===== src/rtl/ctrl_seq_pkg.sv =====
package ctrl_seq_pkg;
  localparam int WORD_W  = 9;
  localparam int CODE_W  = 3;
  localparam int NREG    = 1 << CODE_W;
  localparam int PC_CODE = NREG - 1;
  localparam int TICK_W  = 3;
  localparam int ALU_W   = 2;

  typedef enum logic [2:0] {
    OP_MOV  = 3'b000,
    OP_MVI  = 3'b001,
    OP_ADD  = 3'b010,
    OP_SUB  = 3'b011,
    OP_LD   = 3'b100,
    OP_ST   = 3'b101,
    OP_MVNZ = 3'b110,
    OP_AND  = 3'b111
  } op_e;

  localparam logic [TICK_W-1:0] T0 = 3'd0;
  localparam logic [TICK_W-1:0] T1 = 3'd1;
  localparam logic [TICK_W-1:0] T2 = 3'd2;
  localparam logic [TICK_W-1:0] T3 = 3'd3;
  localparam logic [TICK_W-1:0] T4 = 3'd4;
  localparam logic [TICK_W-1:0] T5 = 3'd5;

  typedef struct packed {
    logic [NREG-1:0]  reg_out;
    logic [NREG-1:0]  reg_in;
    logic             addr_load;
    logic             a_load;
    logic             g_load;
    logic             g_out;
    logic             din_sel;
    logic             dout_load;
    logic             write;
    logic             pc_incr;
    logic             ir_load;
    logic [ALU_W-1:0] alu_op;
    logic             done;
  } ctrl_t;
endpackage


===== src/rtl/ctrl_seq_tick.sv =====
module ctrl_seq_tick
  import ctrl_seq_pkg::*;
#(
  parameter int TW = TICK_W
) (
  input  logic          clk_i,
  input  logic          rst_ni,
  input  logic          done_i,
  output logic          run_o,
  output logic [TW-1:0] tick_o
);
  localparam logic [TW-1:0] LAST = TW'(T5);

  logic          run_q;
  logic [TW-1:0] tick_q;

  // one quiet cycle after reset before the first fetch
  always_ff @(posedge clk_i or negedge rst_ni) begin
    if (!rst_ni) begin
      run_q  <= 1'b0;
      tick_q <= '0;
    end else begin
      run_q <= 1'b1;
      if (run_q) begin
        if (done_i || tick_q == LAST) tick_q <= '0;
        else                          tick_q <= tick_q + 1'b1;
      end
    end
  end

  assign run_o  = run_q;
  assign tick_o = tick_q;

  AST_DONE_RESTART: assert property (@(posedge clk_i) disable iff (!rst_ni)
    (run_q && done_i) |=> (tick_q == '0)) else $error("restart");
  AST_TICK_RANGE: assert property (@(posedge clk_i) disable iff (!rst_ni)
    tick_q <= LAST) else $error("tick range");
endmodule


===== src/rtl/ctrl_seq_dec.sv =====
module ctrl_seq_dec
  import ctrl_seq_pkg::*;
#(
  parameter int CW = CODE_W,
  parameter int NR = NREG,
  parameter int TW = TICK_W
) (
  input  logic [TW-1:0]     tick_i,
  input  logic [WORD_W-1:0] ir_i,
  input  logic              g_zero_i,
  output ctrl_t             ctrl_o
);
  op_e             op;
  logic [CW-1:0]   x_code, y_code;
  logic [NR-1:0]   x_sel, y_sel, pc_sel;

  assign op     = op_e'(ir_i[WORD_W-1 -: 3]);
  assign x_code = ir_i[2*CW-1 -: CW];
  assign y_code = ir_i[CW-1:0];

  for (genvar g = 0; g < NR; g++) begin : g_sel
    assign x_sel[g]  = (x_code == CW'(g));
    assign y_sel[g]  = (y_code == CW'(g));
    assign pc_sel[g] = (g == PC_CODE);
  end

  function automatic logic [ALU_W-1:0] alu_code(op_e o);
    case (o)
      OP_SUB:  return 2'b01;
      OP_AND:  return 2'b10;
      default: return 2'b00;
    endcase
  endfunction

  logic is_alu;
  assign is_alu = (op == OP_ADD) || (op == OP_SUB) || (op == OP_AND);

  always_comb begin
    ctrl_o = '0;
    case (tick_i)
      T0: begin
        ctrl_o.reg_out   = pc_sel;
        ctrl_o.addr_load = 1'b1;
      end
      T1: ctrl_o.pc_incr = 1'b1;
      T2: ctrl_o.ir_load = 1'b1;
      T3: begin
        case (op)
          OP_MOV: begin
            ctrl_o.reg_out = y_sel;
            ctrl_o.reg_in  = x_sel;
            ctrl_o.done    = 1'b1;
          end
          OP_MVI: begin
            ctrl_o.reg_out   = pc_sel;
            ctrl_o.addr_load = 1'b1;
            ctrl_o.pc_incr   = 1'b1;
          end
          OP_LD, OP_ST: begin
            ctrl_o.reg_out   = y_sel;
            ctrl_o.addr_load = 1'b1;
          end
          OP_MVNZ: begin
            ctrl_o.done = 1'b1;
            if (!g_zero_i) begin
              ctrl_o.reg_out = y_sel;
              ctrl_o.reg_in  = x_sel;
            end
          end
          default: begin
            ctrl_o.reg_out = x_sel;
            ctrl_o.a_load  = 1'b1;
          end
        endcase
      end
      T4: begin
        if (is_alu) begin
          ctrl_o.reg_out = y_sel;
          ctrl_o.g_load  = 1'b1;
          ctrl_o.alu_op  = alu_code(op);
        end else if (op == OP_ST) begin
          ctrl_o.reg_out   = x_sel;
          ctrl_o.dout_load = 1'b1;
          ctrl_o.write     = 1'b1;
          ctrl_o.done      = 1'b1;
        end
        // load and immediate: memory wait tick
      end
      T5: begin
        ctrl_o.reg_in = x_sel;
        ctrl_o.done   = 1'b1;
        if (is_alu) ctrl_o.g_out   = 1'b1;
        else        ctrl_o.din_sel = 1'b1;
      end
      default: ctrl_o = '0;
    endcase
  end
endmodule


===== src/rtl/ctrl_seq.sv =====
module ctrl_seq
  import ctrl_seq_pkg::*;
(
  input  logic              clk_i,
  input  logic              rst_ni,
  input  logic [WORD_W-1:0] ir_i,
  input  logic              g_zero_i,
  output logic [NREG-1:0]   reg_out_o,
  output logic [NREG-1:0]   reg_in_o,
  output logic              addr_load_o,
  output logic              a_load_o,
  output logic              g_load_o,
  output logic              g_out_o,
  output logic              din_sel_o,
  output logic              dout_load_o,
  output logic              write_o,
  output logic              pc_incr_o,
  output logic              ir_load_o,
  output logic [ALU_W-1:0]  alu_op_o,
  output logic              done_o
);
  logic              run;
  logic [TICK_W-1:0] tick;
  ctrl_t             dec, ctrl;

  ctrl_seq_tick #(.TW(TICK_W)) u_tick (
    .clk_i  (clk_i),
    .rst_ni (rst_ni),
    .done_i (ctrl.done),
    .run_o  (run),
    .tick_o (tick)
  );

  ctrl_seq_dec #(.CW(CODE_W), .NR(NREG), .TW(TICK_W)) u_dec (
    .tick_i   (tick),
    .ir_i     (ir_i),
    .g_zero_i (g_zero_i),
    .ctrl_o   (dec)
  );

  assign ctrl = run ? dec : '0;

  assign reg_out_o   = ctrl.reg_out;
  assign reg_in_o    = ctrl.reg_in;
  assign addr_load_o = ctrl.addr_load;
  assign a_load_o    = ctrl.a_load;
  assign g_load_o    = ctrl.g_load;
  assign g_out_o     = ctrl.g_out;
  assign din_sel_o   = ctrl.din_sel;
  assign dout_load_o = ctrl.dout_load;
  assign write_o     = ctrl.write;
  assign pc_incr_o   = ctrl.pc_incr;
  assign ir_load_o   = ctrl.ir_load;
  assign alu_op_o    = ctrl.alu_op;
  assign done_o      = ctrl.done;

  AST_ONE_SRC: assert property (@(posedge clk_i) disable iff (!rst_ni)
    $countones({reg_out_o, din_sel_o, g_out_o}) <= 1) else $error("bus");
  AST_RESET_QUIET: assert property (@(posedge clk_i) disable iff (!rst_ni)
    !run |-> (ctrl == '0)) else $error("quiet");
  AST_FETCH_ADDR: assert property (@(posedge clk_i) disable iff (!rst_ni)
    (run && tick == T0) |-> (addr_load_o && reg_out_o[PC_CODE])) else $error("fetch");
  AST_IR_AFTER_WAIT: assert property (@(posedge clk_i) disable iff (!rst_ni)
    ir_load_o |-> $past(pc_incr_o)) else $error("ir load");
  AST_WRITE_DONE: assert property (@(posedge clk_i) disable iff (!rst_ni)
    write_o |-> (done_o && dout_load_o)) else $error("write");
  AST_ALU_IDLE: assert property (@(posedge clk_i) disable iff (!rst_ni)
    !g_load_o |-> (alu_op_o == 2'b00)) else $error("alu op");
endmodule


===== config.mk =====
export PLATFORM = sky130hd
export DESIGN_NAME = ctrl_seq
export DESIGN_NICKNAME = d
export VERILOG_FILES = /design/src/rtl/ctrl_seq_pkg.sv /design/src/rtl/ctrl_seq_tick.sv /design/src/rtl/ctrl_seq_dec.sv /design/src/rtl/ctrl_seq.sv
export SDC_FILE = /design/constraint.sdc
export NUM_CORES = 1
export LEC_CHECK = 0
export BUFFER_PORTS_ARGS = -buffer_cell sky130_fd_sc_hd__buf_4
export CAP_MARGIN = 20
export CORE_UTILIZATION = 40
export DETAILED_ROUTE_END_ITERATION = 6
export PLACE_DENSITY = 0.74
export SLEW_MARGIN = 15
export SYNTH_ARGS = -nofsm -noshare
export SYNTH_HDL_FRONTEND = slang
export SYNTH_SLANG_ARGS = --single-unit

===== constraint.sdc =====
create_clock -name clk_i -period 5.62 [get_ports clk_i]
set_input_delay 0.843 -clock clk_i [delete_from_list [all_inputs] [get_ports clk_i]]
set_output_delay 0.843 -clock clk_i [all_outputs]
set_load 0.1 [all_outputs]

-- After elaboration in Yosys (flattened, before gate mapping)
Cells that the tools add are included.
- output and inout port bits: 28
- register bits after elaboration: 4
- bits in latches: 0
- word-level logic and storage cells: 70
- bits in read-only memories: 0
- memories: 0
- bits in writable memories: 0
- add/subtract/negate cells: 1
- shifts and indexed selects: 0
- reduce and logical (&&, ||, !) cells: 11
- div/mod/pow operators: 0
- bitwise operators: 0
- order comparisons: 0
- mux-type cells: 30
- $mul: 0
- equality and inequality tests: 26
- operators with widths (kind ; number):
    $pmux 8 s3 ; 2
    $eq 3x3->1 const B ; 14
    $pmux 8 s2 ; 2
    $mux 28 ; 1
    $eq 3x2->1 const B ; 8
    $mux 16 ; 1
    $mux 8 ; 2
    $eq 3x1->1 const B ; 4
    $logic_not 3->1 ; 4
    $mux 2 ; 6
    $mux 1 ; 11
    $reduce_or 3->1 ; 2
    $reduce_or 5->1 ; 1
    $pmux 1 s2 ; 2
    $pmux 2 s2 ; 1
    $add 3x1->3 const B ; 1
    $logic_or 1x1->1 ; 3
    $mux 3 ; 1
    $pmux 1 s3 ; 1
    $reduce_or 2->1 ; 1

-- Logic depth before layout (Yosys ltp)
Gate-level depths: netlist of the first run.
- depth in word-level cells: 8
- gate-level depth with buffers: 6

-- Modules after synthesis
From an unflattened synthesis of the first run, not the netlist that was laid out.
- cells, all modules: 126
- area, all modules: 938.4 um^2
- by module, submodules not included (module ; instances ; cells an instance ; area an instance (um^2)):
    ctrl_seq_dec ; 1 ; 79 ; 513.0
    ctrl_seq ; 1 ; 30 ; 225.2
    ctrl_seq_tick ; 1 ; 17 ; 200.2

-- Worst setup path after synthesis of the first run
Ideal clock, no wire load.
- kind: input-to-output
- start point: input port ir_i[6]
- end point: output port reg_out_o[1]
- stages on the path: 6
- data arrival time: 3.875 ns
- path slack: 0.902 ns
- data required time: 4.777 ns
- path buffers: 2
- cell sequence: buf_4 -> nand2b_2 -> and4_2 -> clkbuf_1 -> o21bai_2 -> o31ai_1
- cells in the longest elaborated chain, start to end: 6
- elaborated cells on any way between the ends: 16
- RTL lines (what ; RTL line ; RTL):
    start, declared ; ctrl_seq.sv:6 ; input logic [WORD_W-1:0] ir_i,
    branches (longest 4 deep; another with $pmux 8 s3) ; n/a ;
    $pmux 8 s3 * ; ctrl_seq_dec.sv:40 ; case (tick_i)
    $mux 28 * ; ctrl_seq.sv:41 ; assign ctrl = run ? dec : '0;
    end, declared ; ctrl_seq.sv:8 ; output logic [NREG-1:0] reg_out_o,
Mark *: on every way between the ends.

-- Worst setup path after layout of the first run
- start point: register u_tick.tick_q[2], in the netlist u_tick.tick_o[2]
- end point: output port reg_in_o[2]
- cells in the longest elaborated chain, start to end: 3
- elaborated cells on any way between the ends: 4
- RTL lines (what ; RTL line ; RTL):
    start, declared ; ctrl_seq_tick.sv:15 ; logic [TW-1:0] tick_q;
    start signal, assigned ; ctrl_seq_tick.sv:26 ; else tick_q <= tick_q + 1'b1;
    $eq 3x3->1 / $eq 3x2->1 (equally long branches) ; ctrl_seq_dec.sv:40 ;
    $pmux 8 s2 * ; ctrl_seq_dec.sv:40 ;
    $mux 28 * ; ctrl_seq.sv:41 ;
    end, declared ; ctrl_seq.sv:9 ; output logic [NREG-1:0] reg_in_o,
Mark *: on every way between the ends. The rest lies on a longest branch, timed or not.

==> metrics.md, run 1 <==
| Metric | Value |
|---|---|
| Status | finished clean |
| Synth Area per Inst | 7.048 um^2 |
| Remaining DRCs | 0 |
| Gpl congestion | 0.8866 |
| Die ar. | 2100 um^2 |
| Largest family of logic cells by synthesized area | simple AND/OR/NAND/NOR gates |
| WL per Instance | 11.49 um |
| Vias per cell | 5.266 |
| Critical Path AT | 2440 ps |
| Startpoint types | register |
| Static Leak | 0.4984 nW |
| Adder-Cell Fraction of Synth Area | 0.08143 |
| Row Count | 15 |
| DRT Pass-1 Iters | 4 |
| R2r startpoint | u_tick.tick_o[2] |
| Worst setup path class | reg -> out |
| TritonCTS clock tree | built |
| WL final | 1942 um |
| Post-route ant nets | 0 |
| PostCTS Resize Cnt | 0 |
| # nets final | 163 |
| # fillers | 186 |
| Num Clock Sinks | 4 |
| Synth cell count leaders | 12 x nor2_1, 10 x nand2_1, 8 x inv_1, 7 x a21oi_1 |
| Most frequent cell after synthesis | nor2_1 |
| Final hold vios | 0 |
| Gate power share | 0.719 |
| Clock-pin slew on the worst setup and hold paths | 40 ps |
| Critical Path Fanout Max | 8 |
| Height of the die | 45.83 um |
| Clk_lat worst skew | 220 ps |
| Internal power | 121.8 uW |
| First-pass GRT wire length | 2835 um |
| Post-synthesis xor/xnor area fraction | 0 |
| Die Width | 45.83 um |
| Initial drt markers | 8 |
| Post-CTS Repair Setup Buffers | 0 |
| Register area share after synthesis | 0.1303 |
| Post-synth ARST share | 1.000 |
| # hold bufs at CTS | 0 |
| Clock share of power | 0.113 |
| Area grow syn2layout | 39.58% |
| H-tree depth | 1 |
| Final setup violation count | 0 |
| RSZ-0062 raised after global routing | false |
| Clock Skew | 2.329 ps |
| Vias in the first global route | 673 |
| CP required | 4780 ps |
| Synth top area share | 0.1303 |
| Pin count of the biggest net entering global routing | 18 |
| IO Count | 40 |
| Post-synthesis register bit count | 4 |
| Dominant cell type by area after synthesis | dfrtp_1 |
| Cell Area, Synth | 768.2 um^2 |
| Share of cells above drive strength 1 | 0.3333 |
| Post-Syn Instances | 109 |
| Sw Pwr | 172.6 uW |
| R2R setup slack | 3730 ps |
| Flop pwr share | 0.168 |
| CP Capture Type | output pin |
| Via count | 890 |
| GRT Residual Overflow | 0 |
| Root buf cell | clkbuf_4 |
| Reg2Reg Capture Point | u_tick.tick_o[2] |
| Fmax | 304.1 MHz |
| Final period util | 0.5850 |
| Num CTS Buffers | 3 |
| Antenna violations before repair | 0 |
| Synth Area in Simple Gates | 0.3860 |
| Antenna Cells | 0 |
| Max-slew violations | 0 |
| Min-Delay Path Class | in -> async |
| I/O Buffers | 39 |
| Clock buffer depth | 2 |
| Synth top area cells | dfrtp_1 13%, ha_1 8.1%, nor2_1 5.9% |
| Post-synthesis mux area share | 0.01303 |
| DP HPWL | 1603 um |
| Initial Util | 0.4355 |
| Synth warnings | 0 |
| Synth Flop Type | dfrtp_1 |
| Final min period | 3288 ps |
| Post-Syn Nets | 126 |
| Worst vdd ir | 241.5 uV |
| Cell Pwr Density | 274.6 nW/um^2 |
| Core box area | 1764 um^2 |
| Gr usage total | 0.1778 |
| Sw frac | 0.5864 |
| Max_cap viols | 0 |
| Synth unique cells | 42 |
| EDFF count, synth | 0 |
| Reg2Reg Depth | 6 |
| Hold Worst Slack | 403.5 ps |
| Post-synthesis compound-gate area fraction | 0.2899 |
| Fin Setup TNS | 0 ps |
-- metrics by stage --
step           cell area [um^2]  power (mW)  setup slack, ps  cells    util
2_1_floorplan             768.2      0.2156            902.4    109       -
3_3_place_gp               1050      0.2579             2466    166  0.5950
3_5_place_dp               1050      0.2622             2434    166  0.5950
4_1_cts                    1072      0.2969             2318    169  0.6078
5_1_grt                    1072      0.3156             2161    169  0.6078
6_report                   1072      0.2944             2332    169  0.6078
-- cell families (layout without fill, tap and decap cells) --
family | Yosys count | in the layout
flip-flops | 4 | 4
other | 1 | 1
adder cells (fa/ha/maj) | 5 | 5
buffers and inverters | 15 | 50
AO/OA/AOI/OAI | 30 | 30
multiplexers | 1 | 1
AND/OR/NAND/NOR | 53 | 53
-- power groups by stage --
stage,clock [mW],sequential (mW),combinational (mW)
2_1_floorplan,0,0.0453,0.170
3_3_place_gp,0,0.0486,0.209
3_5_place_dp,0,0.0500,0.212
4_1_cts,0.0346,0.0496,0.213
5_1_grt,0.0371,0.0505,0.228
6_report,0.0332,0.0494,0.212
-- cell usage in the layout, fill, tap and decap left out, types with 2 or more instances in the layout --
master,Yosys,final
nand3_1,2,2
a21oi_1,7,7
o31a_1,2,2
inv_1,8,8
nor2_1,12,12
and3_1,2,2
nand2b_1,3,3
or4_1,5,5
or3_1,2,2
nor3_1,3,3
o2111ai_1,4,4
nand2_1,10,10
o22ai_1,2,2
ha_1,5,5
a21boi_0,2,2
nor3b_1,2,2
and2_1,2,2
nor2b_1,2,2
dfrtp_1,4,4
o31ai_1,3,3
o211ai_1,3,3
clkbuf_4,0,3
buf_4,2,39
-- layer usage --
metal  up-vias  GRT usage  routed length [um]  part of all wire
met5         -          0                   0                 0
met4         0          0                   0                 0
met3         0    0.02778                 119             0.061
met2        32     0.3371                 940              0.48
met1       384     0.2212                 882              0.45
li1        474          -                   -                 -
-- final cells by class --
class                           count  area (um^2)  area share
Clock buffer                        3        22.52     0.02100
Inverter                            8        30.03     0.02800
Sequential cell                     4        100.1     0.09335
Multi-Input combinational cell     90        595.6      0.5554
Tap cell                           25        31.28     0.02917
Timing Repair Buffer               39        292.8      0.2730
-- sequential cells by signal, indices dropped and copies added (netlist names) --
name and flops:
u_tick.run_o 1, u_tick.tick_o 3
-- critical path, cell delays in order (launching register included) --
cell and delay (ps):
dfrtp_1 450, inv_1 180, ha_1 280, or2b_2 350
o31ai_1 270, o211ai_1 210, nor3_1 180, buf_4 320
-- how the worst max path moves through the flow --
| stage | slack (ps) | endpoint | start | cells past startpoint |
|---|---|---|---|---|
| 2_1_floorplan | 900 | reg_out_o[1] | ir_i[6] | 6 |
| 3_3_place_gp | 2470 | reg_out_o[5] | ir_i[7] | 6 |
| 3_5_place_dp | 2430 | reg_out_o[2] | ir_i[7] | 6 |
| 4_1_cts | 2320 | reg_in_o[0] | u_tick.tick_o[2] | 7 |
| 5_1_grt | 2160 | reg_in_o[0] | u_tick.tick_o[2] | 7 |
| 6_report | 2330 | reg_in_o[2] | u_tick.tick_o[2] | 7 |
Note: power is estimated with default switching activity, not from simulation.
==> inputs of run 2 (changes only) <==
--- a/config.mk
+++ b/config.mk
@@ -9,7 +9,7 @@
 export CAP_MARGIN = 20
 export CORE_UTILIZATION = 40
 export DETAILED_ROUTE_END_ITERATION = 6
-export PLACE_DENSITY = 0.74
+export PLACE_DENSITY = 0.77
 export SLEW_MARGIN = 15
 export SYNTH_ARGS = -nofsm -noshare
 export SYNTH_HDL_FRONTEND = slang
==> constraint.sdc (replaced) <==
create_clock -name clk_i -period 2.9 [get_ports clk_i]
set_input_delay 0.435 -clock clk_i [delete_from_list [all_inputs] [get_ports clk_i]]
set_output_delay 0.435 -clock clk_i [all_outputs]
set_load 0.1 [all_outputs]
==> run 2 against run 1 <==
Against the previous run:
- global-route usage up 3.8 points
- hold slack better by 150 ps
- clock power up 110%
- critical path depth unchanged
- flip-flop and latch count unchanged
- combinational power up 110%
- final cell count up 1.2%
- core utilization up 8.3 points
- count of clock-buffer cells in the layout unchanged
- clock skew about the same
- first-iteration DRC count up 63%
- power up 110%
- highest routed layer is now met4
==> metrics.md, run 2 (synthesis results as in run 1) <==
| Metric | Value |
|---|---|
| Die Width | 45.83 um (unchanged) |
| Critical-path cell list | inv_1 > ha_2 > and4b_1 > a32oi_2 > or4_1 > o31ai_4 > buf_6 (was inv_1 > ha_1 > or2b_2 > o31ai_1 > o211ai_1 > nor3_1 > buf_4) |
| Cell Pwr Density | 496.1 nW/um^2 (was 274.6 nW/um^2) |
| Static Leak | 0.5324 nW (was 0.4984 nW) |
| Via count | 963 (was 890) |
| # nets final | 165 (was 163) |
| Critical Path Fanout Max | 8 (unchanged) |
| Num CTS Buffers | 3 (unchanged) |
| Num Clock Sinks | 4 (unchanged) |
| Final non-filler cell area | 1219 um^2 (was 1072 um^2) |
| Status | finished clean (unchanged) |
| Slew margin rel. | 0.4908 |
| Worst vdd ir | 443.0 uV (was 241.5 uV) |
| R2R setup slack | 1070 ps (was 3730 ps) |
| Clock share of power | 0.116 (was 0.113) |
| Area post-placement | 1135 um^2 (was 1050 um^2) |
| Clk_lat worst skew | 240 ps (was 220 ps) |
| Most frequent cells in the layout | 29 x buf_4, 11 x nor2_1, 11 x buf_6, 10 x nand2_1, 7 x inv_1 (was 39 x buf_4, 12 x nor2_1, 10 x nand2_1, 8 x inv_1, 7 x a21oi_1) |
| Final setup violation count | 0 (unchanged) |
| Max reg flops | 3 (unchanged) |
| TritonCTS clock tree | built (unchanged) |
| Final hold vios | 0 (unchanged) |
| Post-route ant nets | 0 (unchanged) |
| Vias in the first global route | 760 (was 673) |
| IO Count | 40 (unchanged) |
| Crit path largest cell delay | 550 ps (was 450 ps) |
| Worst setup path class | reg -> out (unchanged) |
| Util after Layout | 0.6908 (was 0.6078) |
| Core box area | 1764 um^2 (unchanged) |
| CP required | 2470 ps (was 4780 ps) |
| # fillers | 162 (was 186) |
| First-pass GRT wire length | 3346 um (was 2835 um) |
| Antenna Cells | 0 (unchanged) |
| DP Cell Count | 167 (was 166) |
| Clock Skew | 2.580 ps (was 2.329 ps) |
| Row Count | 15 (unchanged) |
| Max_cap viols | 0 (unchanged) |
| Gate power share | 0.731 (was 0.719) |
| Area grow syn2layout | 58.63% (was 39.58%) |
| Most common cell after layout, fill and taps aside | buf_4 (unchanged) |
| Vias per cell | 5.632 (was 5.266) |
| Tightest Pin Transition | 758.8 ps |
| CP max-delay cell | or4_1 (was dfrtp_1) |
| Final Non-Filler Cells | 171 (was 169) |
| Critical Path AT | 2320 ps (was 2440 ps) |
| Share of cells above drive strength 1 | 0.4521 (was 0.3333) |
| Gr usage total | 0.2160 (was 0.1778) |
| Clock-pin slew on the worst setup and hold paths | 40 ps (about the same) |
| Pin count of the biggest net entering global routing | 18 (unchanged) |
| Flop pwr share | 0.153 (was 0.168) |
| PnR worst setup slack | 144.6 ps (was 2332 ps) |
| Min-Delay Path Class | in -> async (unchanged) |
| Setup WS pre-CTS | 223.0 ps (was 2434 ps) |
| DP HPWL | 1781 um (was 1603 um) |
| WL per Instance | 13.08 um (was 11.49 um) |
| Initial Util | 0.4355 (unchanged) |
| Final period util | 0.9501 |
| RSZ-0062 raised after global routing | false (unchanged) |
| Die ar. | 2100 um^2 (unchanged) |
| Fmax | 362.9 MHz |
| DRT Pass-1 Iters | 4 (unchanged) |
| Startpoint types | register (unchanged) |
| WL final | 2237 um (was 1942 um) |
| Internal power | 248.7 uW (was 121.8 uW) |
| Height of the die | 45.83 um (unchanged) |
| Clock buffer depth | 2 (unchanged) |
| Antenna violations before repair | 0 (unchanged) |
| GRT Residual Overflow | 0 (unchanged) |
| I/O Buffers | 39 (unchanged) |
| Gpl congestion | 0.8742 (was 0.8866) |
| Final min period | 2755 ps |
| Remaining DRCs | 0 (unchanged) |
| Initial drt markers | 13 (was 8) |
| CP Capture Type | output pin (unchanged) |
| Max-slew violations | 0 (unchanged) |
| Root buf cell | clkbuf_4 (unchanged) |
| Sw Pwr | 355.9 uW (was 172.6 uW) |
| Sw frac | 0.5887 (was 0.5864) |
| H-tree depth | 1 (unchanged) |
## run 2: changes by cell type in the layout (fill, tap and decap cells not counted), moves of 2 or more
cell     before  now
a21oi_2       0    4
buf_6         0   11
buf_4        39   29
ha_2          0    2
o31ai_4       0    2
ha_1          5    3
o31ai_1       3    0
nor3_1        3    1
a21oi_1       7    3
## run 2: what timing repair did
action,4_1_cts,5_1_grt
setup endpoints to repair,5,13
hold buffers,1,0
setup buffers,0,0
endpoints found under the hold margin,4,0
pin swaps,0,1
gates resized for setup,5,10
## run 2: cell type report
| type | instances | area [um^2] | share of cell area |
|---|---|---|---|
| inverter | 8 | 30.03 | 0.02464 |
| tap | 25 | 31.28 | 0.02567 |
| clock buffer | 3 | 22.52 | 0.01848 |
| timing repair buffer | 41 | 351.6 | 0.2885 |
| sequential | 4 | 100.1 | 0.08214 |
| multi-input combinational | 90 | 683.2 | 0.5606 |
## run 2: final timing paths
| path | from | to | depth (start not counted) |
|---|---|---|---|
| worst max-delay path | u_tick.tick_o[0] | reg_out_o[1] | 7 |
| worst min-delay path | rst_ni | u_tick.tick_o[1] | 2 |
| worst max register to register | u_tick.tick_o[0] | u_tick.tick_o[0] | 6 |
| worst min register to register | u_tick.run_o | u_tick.tick_o[0] | 2 |
| max in group asynchronous | rst_ni | u_tick.run_o | 2 |
| min in group clk_i | u_tick.run_o | u_tick.tick_o[0] | 2 |
## run 2: metal layers
| metal | up-vias | global-route usage | share of wire |
|---|---|---|---|
| met4 | 0 | 0.07647 | 0.013 |
| met2 | 27 | 0.3657 | 0.51 |
| met5 | - | 0 | 0 |
| li1 | 478 | - | - |
| met3 | 4 | 0.02778 | 0.035 |
| met1 | 454 | 0.2786 | 0.44 |
## run 2: power groups by stage
stage / registers (mW) / clock network (mW) / logic [mW]
after floorplan: 0.0877 / 0 / 0.344
after global placement: 0.0907 / 0 / 0.426
after detailed placement: 0.0926 / 0 / 0.431
after CTS: 0.0918 / 0.0726 / 0.433
after global routing: 0.0966 / 0.0773 / 0.473
final: 0.0927 / 0.0700 / 0.442
## run 2: through the flow
step	setup TNS [ps]	hold slack, ps	power [mW]
global placement	0	231.4	0.5164
detailed placement	0	231.7	0.5235
CTS	0	515.5	0.5975
floorplan	-2413	139.4	0.4314
finish	0	549.2	0.6046
global route	0	534.0	0.6468
## run 2: worst max-delay path, delay by kind of cell (launching register included)
kind | cells | cell delay, ps
AO/OA/AOI/OAI | 2 | 200
adder cells (fa/ha/maj) | 1 | 260
buffers and inverters | 2 | 390
flip-flops | 1 | 390
AND/OR/NAND/NOR | 2 | 830
